--- config.mk ---
export PLATFORM = sky130hd
export DESIGN_NAME = f2i_conv
export DESIGN_NICKNAME = d
export VERILOG_FILES = /design/src/rtl/f2i_pkg.sv /design/src/rtl/f2i_unpack.sv /design/src/rtl/f2i_round.sv /design/src/rtl/f2i_select.sv /design/src/rtl/f2i_conv.sv
export SDC_FILE = /design/constraint.sdc
export NUM_CORES = 1
export LEC_CHECK = 0
export ABC_AREA = 1
export BUFFER_PORTS_ARGS = -buffer_cell sky130_fd_sc_hd__buf_2
export CORE_ASPECT_RATIO = 0.8
export CORE_MARGIN = 3
export CORE_UTILIZATION = 50
export DETAILED_ROUTE_END_ITERATION = 8
export GPL_TIMING_DRIVEN = 0
export HOLD_SLACK_MARGIN = 0.15
export PLACE_DENSITY = 0.7
export SETUP_SLACK_MARGIN = 0.5
export SYNTH_ARGS = -nofsm -noshare
export SYNTH_HDL_FRONTEND = slang
export SYNTH_SLANG_ARGS = --single-unit
export TNS_END_PERCENT = 100
--- constraint.sdc ---
create_clock -name clk -period 7.03 [get_ports clk]
set_clock_uncertainty 0.05 [all_clocks]
set_input_delay 0.3515 -clock clk [delete_from_list [all_inputs] [get_ports clk]]
set_output_delay 0.3515 -clock clk [all_outputs]
set_load 0.05 [all_outputs]
--- src/rtl/f2i_pkg.sv ---
package f2i_pkg;
  localparam int FP_W    = 32;
  localparam int EXP_W   = 8;
  localparam int MAN_W   = 23;
  localparam int BIAS    = 127;
  localparam int INT_W   = 64;
  localparam int MAG_W   = 128;
  localparam int N_TYPES = 4;

  typedef enum logic [1:0] {
    IT_S32 = 2'd0,
    IT_U32 = 2'd1,
    IT_S64 = 2'd2,
    IT_U64 = 2'd3
  } ityp_e;

  typedef enum logic [1:0] {
    RM_NEAR  = 2'd0,
    RM_TRUNC = 2'd1,
    RM_UP    = 2'd2,
    RM_DOWN  = 2'd3
  } rmode_e;

  typedef enum logic [1:0] {
    POL_ARCH = 2'd0,
    POL_SAT  = 2'd1,
    POL_WRAP = 2'd2,
    POL_BAD  = 2'd3
  } policy_e;

  typedef struct packed {
    logic             sign;
    logic             is_nan;
    logic             is_snan;
    logic             is_inf;
    logic [MAN_W:0]   mant;
    logic [EXP_W-1:0] exp_eff;
  } fp_fields_t;

  typedef struct packed {
    logic             sign;
    logic [MAG_W-1:0] mag;
    logic             inexact;
    logic             incr;
  } rnd_t;

  // Out-of-range policy from the full mode code.
  function automatic policy_e decode_policy(input logic [2:0] mode);
    case (mode)
      3'd0, 3'd1: decode_policy = POL_ARCH;
      3'd2, 3'd3: decode_policy = POL_SAT;
      3'd4, 3'd5: decode_policy = POL_WRAP;
      default:    decode_policy = POL_BAD;
    endcase
  endfunction

  // Whether to bump the truncated magnitude by one.
  function automatic logic round_up(input logic [1:0] rm, input logic sign,
                                    input logic lsb, input logic g, input logic st);
    case (rmode_e'(rm))
      RM_NEAR:  round_up = g & (st | lsb);
      RM_TRUNC: round_up = 1'b0;
      RM_UP:    round_up = ~sign & (g | st);
      default:  round_up = sign & (g | st);
    endcase
  endfunction

  // Low word of the two's-complement value of a sign/magnitude pair.
  function automatic logic [INT_W-1:0] wrap_low(input logic sign, input logic [MAG_W-1:0] mag);
    wrap_low = sign ? (~mag[INT_W-1:0] + INT_W'(1)) : mag[INT_W-1:0];
  endfunction

  // Widen a selected value according to the target type.
  function automatic logic [INT_W-1:0] widen(input logic [1:0] it, input logic [INT_W-1:0] raw);
    case (ityp_e'(it))
      IT_S32:  widen = {{(INT_W/2){raw[INT_W/2-1]}}, raw[INT_W/2-1:0]};
      IT_U32:  widen = {{(INT_W/2){1'b0}}, raw[INT_W/2-1:0]};
      default: widen = raw;
    endcase
  endfunction
endpackage

--- src/rtl/f2i_unpack.sv ---
module f2i_unpack
  import f2i_pkg::*;
(
  input  logic [FP_W-1:0] fp,
  output fp_fields_t      fld
);
  logic [EXP_W-1:0] exp_raw;
  logic [MAN_W-1:0] frac;
  logic             exp_max;
  logic             exp_min;
  logic             frac_nz;

  assign exp_raw = fp[FP_W-2 -: EXP_W];
  assign frac    = fp[MAN_W-1:0];
  assign exp_max = &exp_raw;
  assign exp_min = ~|exp_raw;
  assign frac_nz = |frac;

  always_comb begin
    fld.sign    = fp[FP_W-1];
    fld.is_nan  = exp_max & frac_nz;
    fld.is_snan = exp_max & frac_nz & ~frac[MAN_W-1];
    fld.is_inf  = exp_max & ~frac_nz;
    fld.mant    = {~exp_min, frac};
    fld.exp_eff = exp_min ? EXP_W'(1) : exp_raw;
  end
endmodule

--- src/rtl/f2i_round.sv ---
module f2i_round
  import f2i_pkg::*;
(
  input  logic             sign,
  input  logic [MAN_W:0]   mant,
  input  logic [EXP_W-1:0] exp_eff,
  input  logic [1:0]       rm,
  output rnd_t             rnd
);
  localparam int SIG_W      = MAN_W + 1;
  localparam int SHIFT_ZERO = BIAS + MAN_W;
  localparam int FRAC_W     = SIG_W + 2;
  localparam int WIN_W      = SIG_W + FRAC_W;
  localparam int E_W        = EXP_W + 1;

  logic [E_W-1:0]   e_ext;
  logic             whole;
  logic [E_W-1:0]   lsh;
  logic [E_W-1:0]   rsh;
  logic [WIN_W-1:0] win;
  logic [SIG_W-1:0] int_part;
  logic             g_bit;
  logic             st_bit;
  logic             bump;

  assign e_ext = {1'b0, exp_eff};
  assign whole = e_ext >= E_W'(SHIFT_ZERO);
  assign lsh   = e_ext - E_W'(SHIFT_ZERO);
  assign rsh   = E_W'(SHIFT_ZERO) - e_ext;
  assign win   = {mant, {FRAC_W{1'b0}}} >> rsh;

  always_comb begin
    if (rsh > E_W'(FRAC_W)) begin
      int_part = '0;
      g_bit    = 1'b0;
      st_bit   = |mant;
    end else begin
      int_part = win[WIN_W-1:FRAC_W];
      g_bit    = win[FRAC_W-1];
      st_bit   = |win[FRAC_W-2:0];
    end
  end

  assign bump = round_up(rm, sign, int_part[0], g_bit, st_bit);

  always_comb begin
    rnd.sign    = sign;
    rnd.mag     = whole ? (MAG_W'(mant) << lsh) : (MAG_W'(int_part) + MAG_W'(bump));
    rnd.inexact = ~whole & (g_bit | st_bit);
    rnd.incr    = ~whole & bump;
  end
endmodule

--- src/rtl/f2i_select.sv ---
module f2i_select
  import f2i_pkg::*;
(
  input  logic             sign,
  input  logic [MAG_W-1:0] mag,
  input  logic             is_nan,
  input  logic             is_inf,
  input  logic [1:0]       int_type,
  input  logic [2:0]       cvt_mode,
  output logic [INT_W-1:0] res,
  output logic             ovf,
  output logic             illegal
);
  logic [N_TYPES-1:0] over_v;
  logic [N_TYPES-1:0] under_v;
  logic [INT_W-1:0]   max_v [N_TYPES];
  logic [INT_W-1:0]   min_v [N_TYPES];

  for (genvar t = 0; t < N_TYPES; t++) begin : g_lim
    localparam int BITS = (t >= 2) ? INT_W : INT_W / 2;
    localparam int SGN  = (t % 2 == 0) ? 1 : 0;
    localparam logic [MAG_W-1:0] HI = (MAG_W'(1) << (BITS - SGN)) - MAG_W'(1);
    localparam logic [MAG_W-1:0] LO = (SGN == 1) ? (MAG_W'(1) << (BITS - 1)) : '0;
    assign over_v[t]  = ~sign & (mag > HI);
    assign under_v[t] = sign & (mag > LO);
    assign max_v[t]   = HI[INT_W-1:0];
    assign min_v[t]   = LO[INT_W-1:0];
  end

  policy_e          pol;
  logic             sat_hi;
  logic             sat_lo;
  logic [INT_W-1:0] raw;

  assign pol     = decode_policy(cvt_mode);
  assign illegal = (pol == POL_BAD);
  assign sat_hi  = is_inf ? ~sign : over_v[int_type];
  assign sat_lo  = is_inf ? sign : under_v[int_type];

  always_comb begin
    raw = '0;
    if (illegal) begin
      raw = '0;
    end else if (is_nan) begin
      raw = (pol == POL_ARCH) ? min_v[int_type] : '0;
    end else if (pol == POL_WRAP) begin
      raw = is_inf ? '0 : wrap_low(sign, mag);
    end else if (sat_hi) begin
      raw = max_v[int_type];
    end else if (sat_lo) begin
      raw = min_v[int_type];
    end else begin
      raw = wrap_low(sign, mag);
    end
  end

  assign res = widen(int_type, raw);
  assign ovf = illegal | is_nan | sat_hi | sat_lo;
endmodule

--- src/rtl/f2i_conv.sv ---
module f2i_conv
  import f2i_pkg::*;
(
  input  logic        clk,
  input  logic        rst_n,
  input  logic [31:0] fp_in,
  input  logic [1:0]  int_type,
  input  logic [2:0]  cvt_mode,
  input  logic [1:0]  rnd_mode,
  input  logic        inv_trap_en,
  output logic [63:0] res_out,
  output logic        wr_en,
  output logic        ovf,
  output logic        inv_cvt,
  output logic        inv_snan,
  output logic        inexact,
  output logic        frac_up
);
  fp_fields_t       fld;
  rnd_t             rnd;
  logic [1:0]       rm_eff;
  logic [INT_W-1:0] res_c;
  logic             ev_ovf;
  logic             ev_illegal;
  logic             ev_trap;
  logic             ev_inx;
  logic             ev_fup;

  f2i_unpack u_unpack (
    .fp  (fp_in),
    .fld (fld)
  );

  assign rm_eff = cvt_mode[2] ? 2'(RM_TRUNC) : rnd_mode;

  f2i_round u_round (
    .sign    (fld.sign),
    .mant    (fld.mant),
    .exp_eff (fld.exp_eff),
    .rm      (rm_eff),
    .rnd     (rnd)
  );

  f2i_select u_select (
    .sign     (rnd.sign),
    .mag      (rnd.mag),
    .is_nan   (fld.is_nan),
    .is_inf   (fld.is_inf),
    .int_type (int_type),
    .cvt_mode (cvt_mode),
    .res      (res_c),
    .ovf      (ev_ovf),
    .illegal  (ev_illegal)
  );

  assign ev_trap = inv_trap_en & (ev_ovf | fld.is_snan);
  assign ev_inx  = ~ev_ovf & ~ev_trap & rnd.inexact;
  assign ev_fup  = ~ev_ovf & ~ev_trap & rnd.incr;

  always_ff @(posedge clk) begin
    if (!rst_n) begin
      res_out  <= '0;
      wr_en    <= 1'b0;
      ovf      <= 1'b0;
      inv_cvt  <= 1'b0;
      inv_snan <= 1'b0;
      inexact  <= 1'b0;
      frac_up  <= 1'b0;
    end else begin
      res_out  <= res_c;
      wr_en    <= ~ev_trap;
      ovf      <= ev_ovf;
      inv_cvt  <= ev_ovf;
      inv_snan <= fld.is_snan;
      inexact  <= ev_inx;
      frac_up  <= ev_fup;
    end
  end
endmodule

==> summary.txt <==
Status
  – Outcome: finished, final reports clean

Setup path
  – Crit Path Max Fanout: 8
  – Worst endpoint required time: 7.24 ns
  – Crit path DAT: 6.60 ns
  – Beginning of the critical path: fp_in[30]
  – CP Launch Type: primary input
  – Worst Setup End Kind: register
  – Slowest CP cell: a2111oi_4
  – Slowest Stage Delay on Critical Path: 0.31 ns
  – Crit Path Class: primary input to register
  – CP most frequent cell: nand2_1

Worst hold path
  – Worst min-delay path class: primary input to register
  – Worst Hold Depth: 2
  – Hold_sp: fp_in[22]

Timing
  – Setup tns final: 0 ns
  – FMAX: 156.7 MHz
  – Max-slew violation count: 0
  – Slew @ Worst Pin: 0.8457 ns
  – Final min period: 6.382 ns
  – Period utilisation layout: 0.9079
  – Max_slew headroom: 0.4200
  – Setup Viol. Count Final: 0
  – Fin. Hold Viols: 0
  – RSZ-0062 raised after global routing: no

Route
  – Drt drc: 0
  – Via Count: 15.66k
  – WL final: 49,180 µm
  – Routed Antenna Nets: 0
  – WL/cell: 19.66 µm
  – DRT iter0 DRCs: 2,994
  – TritonRoute pass-1 iters: 9
  – Vias per inst: 6.259

Layout
  – Syn-to-layout area delta: 24.99%
  – Antenna Cells: 0
  – Commonest cells after routing, fill and taps aside: nand2_1 (638), nand3_1 (283), nor2_1 (203), inv_1 (139), o21ai_0 (129)
  – Net count reported at finish: 2,278
  – Non-Filler Instances: 2,501
  – Filler cells: 1,959
  – Commonest non-fill, non-tap cell in the layout: nand2_1
  – Post-Layout Inst Area: 0.01322 mm²
  – Layout cells sized above 1: 0.2007

Place
  – IO Port Bufs: 109
  – Placed insts: 2,413
  – Area after DPL: 0.01145 mm²
  – Post-DP HPWL: 38,360 µm
  – Placer Congestion: 1.077

Job
  – Max cap viols: 0

Clocking
  – Sink Count: 69
  – Clock transition at the registers of the reported paths: 0.06 ns
  – CTS tree: yes
  – Depth of the CTS H-tree: 3
  – Root Buffer: clkbuf_16
  – TritonCTS buffer count: 9
  – Clk buf depth: 2

Die
  – Die H: 136.1 µm
  – Die width: 168.6 µm
  – Core area: 0.02026 mm²
  – I/O pin total: 112
  – Starting Density: 0.5219
  – Die area: 0.02294 mm²
  – Cell Rows: 46

Logic synthesis
  – Most used flip-flop cell after synthesis: dfxtp_1
  – Library cells used by synthesis: 57
  – Syn. warnings: 0
  – Mapped Avg Cell Area: 5.183 µm²
  – Asr flop ratio synth: 0
  – Sequential share of the synthesized area: 0.1306
  – Post-synth EDFFs: 0
  – Mapped cell area: 0.01057 mm²
  – Post-Syn Instances: 2,040
  – Syn nets: 2,086
  – #FFs+latches synth: 69

GRT
  – Total Routing Usage GR: 0.3973
  – Largest net degree at the start of global routing: 14
  – Initial antenna violation count: 0
  – Vias in the first global route: 13.31k
  – First-pass GRT wire length: 72,570 µm
  – GRT Residual Overflow: 0

Pwr
  – Peak VDD IR: 0.1440 mV
  – Pwr dens: 164.0 mW/mm²
  – Leakage Power: 6.461 nW
==> flip-flops by register name, indices dropped and copies added, names as in the netlist <==
name / cells
frac_up: 1
inexact: 1
inv_cvt: 1
inv_snan: 1
res_out: 64
wr_en: 1
==> metal layers <==
layer	global-route usage	wire length (µm)
met1	0.5891	20200
met2	0.5535	19770
met3	0.1384	8187
met4	0.07360	1028
met5	0	0
==> cells in the mapped netlist, types with 2 or more instances <==
| master | instances | share of area |
|---|---|---|
| a31oi_1 | 20 | 0.012 |
| nand4_1 | 42 | 0.025 |
| nor4_1 | 10 | 0.0059 |
| o21ai_2 | 2 | 0.0017 |
| buf_2 | 20 | 0.0095 |
| nand3_1 | 323 | 0.15 |
| o211ai_1 | 4 | 0.0028 |
| a21oi_2 | 23 | 0.019 |
| ha_1 | 4 | 0.0047 |
| mux2i_1 | 3 | 0.0028 |
| o21ai_1 | 19 | 0.0090 |
| nor2_1 | 213 | 0.076 |
| o21ai_0 | 138 | 0.065 |
| inv_1 | 143 | 0.051 |
| a21oi_1 | 76 | 0.036 |
| xnor2_1 | 15 | 0.012 |
| dfxtp_1 | 69 | 0.13 |
| nand2_2 | 21 | 0.012 |
| clkbuf_2 | 2 | 0.00095 |
| a22o_1 | 2 | 0.0017 |
| nor3_1 | 23 | 0.011 |
| nor2_4 | 6 | 0.0064 |
| and3_1 | 2 | 0.0012 |
| a22oi_1 | 2 | 0.0014 |
| inv_2 | 7 | 0.0025 |
| nor2_2 | 22 | 0.013 |
| clkbuf_1 | 49 | 0.017 |
| o31ai_1 | 10 | 0.0071 |
| o41ai_1 | 3 | 0.0025 |
| buf_1 | 20 | 0.0071 |
| buf_4 | 5 | 0.0036 |
| a21boi_0 | 2 | 0.0014 |
| and2_1 | 5 | 0.0030 |
| nand2_1 | 666 | 0.24 |
| xor2_1 | 18 | 0.015 |
| clkinv_1 | 8 | 0.0028 |
| buf_6 | 11 | 0.012 |
| o21a_1 | 2 | 0.0014 |
| o22ai_1 | 2 | 0.0012 |
| or2_2 | 4 | 0.0024 |
| nand3_2 | 8 | 0.0076 |
==> worst paths after layout <==
kind,to,slack (ns)
setup / recovery,res_out[63]$_SDFF_PN0_,0.65
hold / removal,inv_snan$_SDFF_PN0_,0.25
==> timing repair <==
action / CTS / global route
gates resized for setup: 68 / 143
pin swaps: 23 / 53
gates cloned: 4 / 4
endpoints found under the setup margin: 68 / 68
buffers inserted: 26 / 37
endpoints found under the hold margin: 1 / 0
hold buffers: 1 / 0
==> area by class of cell <==
type,instances,area (µm²),area share
multi-input combinational,1706,8706,0.6587
sequential,69,1381,0.1045
timing repair buffer,179,1244,0.09410
buffer,107,639.4,0.04838
inverter,159,610.6,0.04620
tap,264,330.3,0.02499
clock buffer,9,225.2,0.01704
clock inverter,7,73.82,0.005586
timing repair inverter,1,6.256,0.0004734
==> power by group <==
group	total, W	internal (W)	switching, W
logic	0.00128	0.000381	0.000896
clock network	0.000463	0.000276	0.000187
registers	0.000428	0.000421	0.00000677
==> logic make-up after synthesis <==
group | synth area share
fa+ha+maj | 0.004733
flops | 0.1306
compound gates | 0.1681
simple gates | 0.5596
mux | 0.002840
buf+inv | 0.1067
xor+xnor | 0.02733
==> per-stage QoR <==
step | setup slack [ns] | hold WS [ns] | power, W | util
6_report | 0.6476 | 0.2453 | 0.002168 | 0.6524
5_1_grt | 0.3887 | 0.2214 | 0.002262 | 0.6524
4_1_cts | 0.5157 | 0.2319 | 0.002007 | 0.6064
3_5_place_dp | -0.9237 | 0.4900 | 0.001490 | 0.5652
3_3_place_gp | -1.034 | 0.4828 | 0.001486 | 0.5652
2_1_floorplan | 0.6433 | 0.3808 | 0.001195 | -
==> worst max-delay path: cells and delay by family <==
family	cells	cell delay (ns)
compound gates	7	1.18
fa+ha+maj	3	0.63
buf+inv	11	1.20
simple gates	31	3.17
Power figures use the tool's default switching activity.
